[src/rtl/swc_pkg.sv]
package swc_pkg;

   localparam int SWC_B_W_DEF = 12;
   localparam int SWC_A_W_DEF = 6;
   localparam int SWC_B_MIN   = 3;

   // A setting is usable when the main count reaches its minimum and the
   // swallow count fits inside the main count.
   function automatic logic cfg_ok(input int unsigned b,
                                   input int unsigned a,
                                   input int unsigned b_min);
      return (b >= b_min) && (a <= b);
   endfunction

endpackage

[src/rtl/swc_dcount.sv]
module swc_dcount #(
   parameter int W        = 8,
   parameter int RST_VAL  = 0,
   parameter bit SATURATE = 1'b1
) (
   input  logic         clk,
   input  logic         rst_n,
   input  logic         load,
   input  logic [W-1:0] load_val,
   output logic [W-1:0] cnt,
   output logic         zero
);

   localparam logic [W-1:0] RV = W'(RST_VAL);

   logic [W-1:0] cnt_dec;

   generate
      if (SATURATE) begin : g_sat
         // parks at zero until the next load
         assign cnt_dec = (cnt == '0) ? '0 : cnt - W'(1);
      end else begin : g_wrap
         assign cnt_dec = cnt - W'(1);
      end
   endgenerate

   always_ff @(posedge clk) begin
      if (!rst_n)
         cnt <= RV;
      else if (load)
         cnt <= load_val;
      else
         cnt <= cnt_dec;
   end

   assign zero = (cnt == '0);

endmodule

[src/rtl/swc_cfg.sv]
module swc_cfg #(
   parameter int B_W   = 12,
   parameter int A_W   = 6,
   parameter int B_MIN = 3,
   parameter int RST_B = 16,
   parameter int RST_A = 5
) (
   input  logic           clk,
   input  logic           rst_n,
   input  logic           we,
   input  logic [B_W-1:0] b_in,
   input  logic [A_W-1:0] a_in,
   output logic [B_W-1:0] nxt_b,
   output logic [A_W-1:0] nxt_a,
   output logic           reject
);

   logic [B_W-1:0] hold_b;
   logic [A_W-1:0] hold_a;
   logic           ok;
   logic           take;

   assign ok   = swc_pkg::cfg_ok(32'(b_in), 32'(a_in), 32'(B_MIN));
   assign take = we & ok;

   always_ff @(posedge clk) begin
      if (!rst_n) begin
         hold_b <= B_W'(RST_B);
         hold_a <= A_W'(RST_A);
         reject <= 1'b0;
      end else begin
         if (take) begin
            hold_b <= b_in;
            hold_a <= a_in;
         end
         reject <= we & ~ok;
      end
   end

   // bypass: a write accepted in the reload cycle feeds that reload
   assign nxt_b = take ? b_in : hold_b;
   assign nxt_a = take ? a_in : hold_a;

endmodule

[src/rtl/pulse_swallow_counter.sv]
module pulse_swallow_counter #(
   parameter int B_W            = swc_pkg::SWC_B_W_DEF,
   parameter int A_W            = swc_pkg::SWC_A_W_DEF,
   parameter int B_MIN          = swc_pkg::SWC_B_MIN,
   parameter int RST_B          = 16,
   parameter int RST_A          = 5,
   parameter bit MC_ACTIVE_HIGH = 1'b1
) (
   input  logic           clk,
   input  logic           rst_n,
   input  logic           cfg_we,
   input  logic [B_W-1:0] cfg_b,
   input  logic [A_W-1:0] cfg_a,
   output logic           mod_sel,
   output logic           div_pulse,
   output logic           cfg_reject
);

   localparam int B_MAX = (1 << B_W) - 1;

   generate
      if (B_MIN < 2 || B_MIN > B_MAX) begin : g_bad_min
         $error("B_MIN outside usable range");
      end
      if (RST_B < B_MIN || RST_B > B_MAX || RST_A > RST_B || RST_A < 0) begin : g_bad_rst
         $error("reset setting violates A <= B and B >= B_MIN");
      end
      if (A_W > B_W) begin : g_bad_w
         $error("swallow width exceeds main width");
      end
   endgenerate

   logic [B_W-1:0] nxt_b;
   logic [A_W-1:0] nxt_a;
   logic [B_W-1:0] b_load;
   logic [B_W-1:0] b_cnt;
   logic [A_W-1:0] a_cnt;
   logic           b_zero;
   logic           a_zero;

   swc_cfg #(
      .B_W  (B_W),
      .A_W  (A_W),
      .B_MIN(B_MIN),
      .RST_B(RST_B),
      .RST_A(RST_A)
   ) u_cfg (
      .clk   (clk),
      .rst_n (rst_n),
      .we    (cfg_we),
      .b_in  (cfg_b),
      .a_in  (cfg_a),
      .nxt_b (nxt_b),
      .nxt_a (nxt_a),
      .reject(cfg_reject)
   );

   assign b_load = nxt_b - B_W'(1);

   // main counter: B-1 down to 0, reloads on its own terminal count
   swc_dcount #(
      .W       (B_W),
      .RST_VAL (RST_B - 1),
      .SATURATE(1'b0)
   ) u_bcnt (
      .clk     (clk),
      .rst_n   (rst_n),
      .load    (b_zero),
      .load_val(b_load),
      .cnt     (b_cnt),
      .zero    (b_zero)
   );

   // swallow counter: A down to 0, then holds until the period ends
   swc_dcount #(
      .W       (A_W),
      .RST_VAL (RST_A),
      .SATURATE(1'b1)
   ) u_acnt (
      .clk     (clk),
      .rst_n   (rst_n),
      .load    (b_zero),
      .load_val(nxt_a),
      .cnt     (a_cnt),
      .zero    (a_zero)
   );

   generate
      if (MC_ACTIVE_HIGH) begin : g_mc_hi
         assign mod_sel = ~a_zero;
      end else begin : g_mc_lo
         assign mod_sel = a_zero;
      end
   endgenerate

   assign div_pulse = b_zero;

endmodule

[config.mk]
export PLATFORM = sky130hd
export DESIGN_NAME = pulse_swallow_counter
export DESIGN_NICKNAME = d
export VERILOG_FILES = /design/src/rtl/swc_pkg.sv /design/src/rtl/swc_dcount.sv /design/src/rtl/swc_cfg.sv /design/src/rtl/pulse_swallow_counter.sv
export SDC_FILE = /design/constraint.sdc
export NUM_CORES = 1
export LEC_CHECK = 0
export ABC_AREA = 1
export CAP_MARGIN = 5
export CORE_MARGIN = 8
export CORE_UTILIZATION = 25
export DETAILED_ROUTE_END_ITERATION = 7
export DONT_BUFFER_PORTS = 1
export SETUP_SLACK_MARGIN = 0.2
export SYNTH_ARGS = -nofsm -noshare
export SYNTH_HDL_FRONTEND = slang
export SYNTH_SLANG_ARGS = --single-unit
[constraint.sdc]
create_clock -name clk -period 7.85 [get_ports clk]
set_clock_uncertainty 0.15 [all_clocks]
set_input_delay 1.1775 -clock clk [delete_from_list [all_inputs] [get_ports clk]]
set_output_delay 1.1775 -clock clk [all_outputs]
set_load 0.005 [all_outputs]
# [Word level (Yosys, flattened, before mapping)]
# Index checks and enable logic that the tools add are counted.
# Widths: inputs -> output; s select.
[op_classes] add_sub_neg=3 n_lt_le_gt_ge=2 mux=5 n_bitwise=4 reduce_logical=3
[op_table] operator="$mux 12" n=2
[op_table] operator="$sub 12x1->12 const B" n=2
[op_table] operator="$mux 6" n=3
[op_table] operator="$ge 12x2->1 const B" n=1
[op_table] operator="$le 6x12->1" n=1
[op_table] operator="$logic_not 12->1" n=1
[op_table] operator="$logic_not 6->1" n=1
[op_table] operator="$sub 6x1->6 const B" n=1
[op_table] operator="$and 1x1->1" n=2
[op_table] operator="$not 1->1" n=2
[op_table] operator="$logic_and 1x1->1" n=1
[word_totals] register_bits=37 in_bits=21 out_inout_bits=3

# [Depth between registers and ports, before layout]
[logic_depth] ltp_word=6 depth_mapped=23 ltp_nobuf=23

# [Modules after synthesis]
# Synthesis repeated with hierarchy kept, for this count alone.
[hier_totals] hier_cells=406 area_unflattened_um2=2655.0
[by_module_without_submodules] module="swc_cfg" n_inst=1 cells_per_inst=188 area_each_um2=1293.7 seq_area_each_um2=380.4
[by_module_without_submodules] module="swc_dcount at u_bcnt" n_inst=1 cells_per_inst=114 area_each_um2=735.7 seq_area_each_um2=240.2
[by_module_without_submodules] module="swc_dcount at u_acnt" n_inst=1 cells_per_inst=47 area_each_um2=337.8 seq_area_each_um2=120.1
[by_module_without_submodules] module="pulse_swallow_counter" n_inst=1 cells_per_inst=57 area_each_um2=287.8 seq_area_each_um2=0.0

# [Worst setup path after synthesis]
# Ideal clock, no wire load.
[synth_path] path_type="input to register" start="in cfg_b[3]" end="reg u_bcnt.cnt[10]" arrival_time_ns=3.029 t_required_ns=7.587 slack_ns=4.558 cell_stages=22 cell_sequence="inv_1 > ha_1 > nand2_1 > inv_1 > nand2_1 > nand2_1 > nand2_1 > nand2_2 > nand2_4 > buf_8 > nand4_1 > nand3_1 > nand2_1 > inv_2 > ha_1 > nand3_1 > inv_2 > nand3_1 > nor2_2 > nand2_1 > nand2_1 > nor2_1"
[synth_between] elab_chain_cells=6 word_cells_on_any_way=7 classes_between="add/sub (1); order compare (2); mux (2); bitwise (1); reduce/logical (1)"
[synth_rtl] item="start: declaration" line="pulse_swallow_counter.sv:12" text="input logic [B_W-1:0] cfg_b,"
[synth_rtl] item="$ge 12x2->1 / $le 6x12->1 (equally long branches)" line="swc_pkg.sv:12" text="return (b >= b_min) && (a <= b);"
[synth_rtl] item="$logic_and 1x1->1" line="swc_pkg.sv:12"
[synth_rtl] item="$and 1x1->1" line="swc_cfg.sv:24" text="assign take = we & ok;"
[synth_rtl] item="$mux 12 *" line="swc_cfg.sv:41" text="assign nxt_b = take ? b_in : hold_b;"
[synth_rtl] item="$sub 12x1->12 *" line="pulse_swallow_counter.sv:58" text="assign b_load = nxt_b - B_W'(1);"
[synth_rtl] item="$mux 12 *" line="swc_dcount.sv:30" text="else if (load)"
[synth_rtl] item="end signal: assignment" line="swc_dcount.sv:31" text="cnt <= load_val;"
[synth_rtl] item="end signal: assignment" line="swc_dcount.sv:33" text="cnt <= cnt_dec;"
[synth_rtl] item="end: declaration" line="swc_dcount.sv:10" text="output logic [W-1:0] cnt,"
# Every way passes the cells marked *; elsewhere a longest branch is shown, timed or not.
# A chain may end at the register's enable or synchronous reset.

# [Worst setup path after layout]
# Same ends and word-level chain as after synthesis.

==> reports/results.txt <==
gr usage total: 9.17%
largest net degree at the start of global routing: 24
Syn Nets: 339
I/O pin cnt: 24
CP max-delay cell: ha_1
hold slack: 322 ps
Switch Pwr: 0.107 mW
row count: 34
top post-synthesis cells by area: dfxtp_1 34%, nand2_1 13%, inv_1 8.3%, nor2_1 4.8%, ha_1 4.6%
sequential fraction of the synthesis area: 34.1%
Post-CTS Hold Buffers: 0
Setup TNS Final: 0 ps
Distinct cells, synth: 31
nature of the critical path startpoint: input pin
status: complete, no violations
CP Data Required Time: 7890 ps
Final Cycle Share: 43.3%
wire per inst: 12.5 um
area share of the largest cell type after synthesis: 34.1%
Worst Tran Pin Value: 810 ps
Sw Share: 28.0%
leading register cell type out of synthesis: dfxtp_1
Internal: 0.275 mW
initial antenna violation count: 0
Seq pwr share: 52.7%
crit-path cells: inv_1, ha_1, nand2_1, nor2_1, nand3_2, nand2_4, nand3_4, nand2_1, nand3_1, nand2_2, inv_1, ha_1, nand3_1, inv_2, nand3_1, nor2_2, nor2_1, nor2_1
number of clock sinks: 37
CTS tree: yes
final setup fails: 0
Hold Fails Final Rpt: 0
total grt overflow: 0
drt first pass iters: 4
yosys warns: 0
Routed Antenna Nets: 0
total power: 0.382 mW
Root Buffer: clkbuf_8
commonest cells in the netlist: 75 x nand2_1, 48 x inv_1, 37 x dfxtp_1
Post-Syn Area: 2170 sq um
share of cells above drive strength 1: 15.5%
DRC violations left: 0
Die X: 109 um
port bufs: 0
area leader, netlist: dfxtp_1
vias post-DR: 1827
ant diodes: 0
H-tree levels: 2
first-pass GRT wire length: 8.45 mm
Gate power share: 11.8%
dpl ws: 4120 ps
Tmin final: 3400 ps
clk_lat worst skew: 300 ps
PnR worst setup slack: 4450 ps
FFs w/ async S/R, synth: 0%
Max-slew headroom: 45.8%
final layout net count: 338
cell count after synthesis: 310
Leak: 1.08 nW
PostCTS Resize Cnt: 0
vias per cell: 4.37
FMAX: 0.294 GHz
most numerous cell in the Yosys netlist: nand2_1
1st-iter DRT viols: 90
Syn Area/Cell: 7.00 sq um
CP Max Fanout: 19
crit-path max cell delay: 300 ps
Post-synth EDFFs: 0
max-cap violations: 0
Min-Delay Path Class: flip-flop to flip-flop
TritonCTS Buffers: 5
max-slew violation count: 0
Power Dens Cells: 164 nW/um^2
Initial Util: 25.4%
RSZ-0062 raised after global routing: false
Reg clk slew, reported paths: 80 ps
fillers: 945
Area Growth Syn to Fin: 7.44%
final core occ: 27.3%
Die ar.: 11900 sq um
GP Congestion: 0.819
post-CTS setup buffer count: 0
worst setup path class: input pin to flip-flop
Post-DP HPWL: 3.99 mm
Clock power frac: 35.5%
WL final: 5.21 mm
synthesized flop and latch total: 37
worst vdd ir: 0.0745 mV
CP arrival: 3450 ps
vias in the first global route: 1751
core area: 8550 sq um
CP Capture Type: flip-flop
die height: 109 um
clk buf depth: 2
==> layer usage <==
metal  track usage, %  routed length (um)  vias up
li1                 -                   -      972
met1             10.4                2340      824
met2             16.0                2510       26
met3             2.54                 295        5
met4             3.23                  58        0
met5                0                   0        -
==> worst max-delay path: cells and delay by family <==
kind	cells	cell delay [ps]
buffers and inverters	3	160
adder cells (fa/ha/maj)	2	510
AND/OR/NAND/NOR	13	1600
==> layout make-up <==
class	instances	area, sq um	share of cell area, %
Tap cell	108	135	5.80
Clock buffer	5	68.8	2.95
Sequential cell	37	741	31.8
Inverter	57	214	9.18
Multi-Input combinational cell	208	1150	49.5
Clock inverter	3	17.5	0.751
==> through the flow <==
step                      instance area [sq um]  cells
after global routing                       2330    418
after floorplan                            2170    310
after global placement                     2240    410
after CTS                                  2330    418
after detailed placement                   2240    410
final                                      2330    418
==> registers in the layout, indices dropped and copies added, names as in the netlist <==
| register | cells |
|---|---|
| u_cfg.reject | 1 |
| u_cfg.hold_b | 12 |
| u_acnt.cnt | 6 |
| u_cfg.hold_a | 6 |
| u_bcnt.cnt | 12 |
==> power groups by stage <==
stage                     sequential, mW  clock, mW  combinational (mW)
after floorplan                    0.205          0              0.0396
after global placement             0.205          0              0.0444
after detailed placement           0.206          0              0.0453
after CTS                          0.201      0.140              0.0455
after global routing               0.202      0.147              0.0528
final                              0.201      0.136              0.0452
==> logic make-up after synthesis <==
kind of cell               Yosys count  synth area share (%)
adders and majority gates            8                  4.61
muxes                                2                 0.923
AOI/OAI and AO/OA                   34                  8.48
buffers and inverters               65                  12.6
xor gates and xnor gates             2                 0.808
DFF                                 37                  34.1
and+or+nand+nor                    162                  38.4
==> final timing paths <==
kind	cells past startpoint	start	slack [ps]	endpoint
worst max-delay path	18	cfg_b[3]	4450	u_bcnt.cnt[10]$_SDFF_PN0_
worst min-delay path	2	u_cfg.hold_b[5]$_SDFF_PN0_	320	u_cfg.hold_b[5]$_SDFF_PN0_
worst max register to register	13	u_bcnt.cnt[11]$_SDFF_PN0_	5260	u_bcnt.cnt[10]$_SDFF_PN0_
worst min register to register	2	u_cfg.hold_b[5]$_SDFF_PN0_	320	u_cfg.hold_b[5]$_SDFF_PN0_
==> layout by cell type (no fill, tap or decap), types with 5 or more instances in the layout <==
cell type  Yosys  routed
nor2_1        28      28
a21oi_1       18      18
nand2_1       75      75
o21ai_0        9       9
clkbuf_8       0       5
nand2_2        8       8
ha_1           8       8
nand3_1       16      16
nand4_1       12      12
dfxtp_1       37      37
inv_1         48      48
inv_2          9       9
No activity file was read; power rests on OpenSTA's default activity.
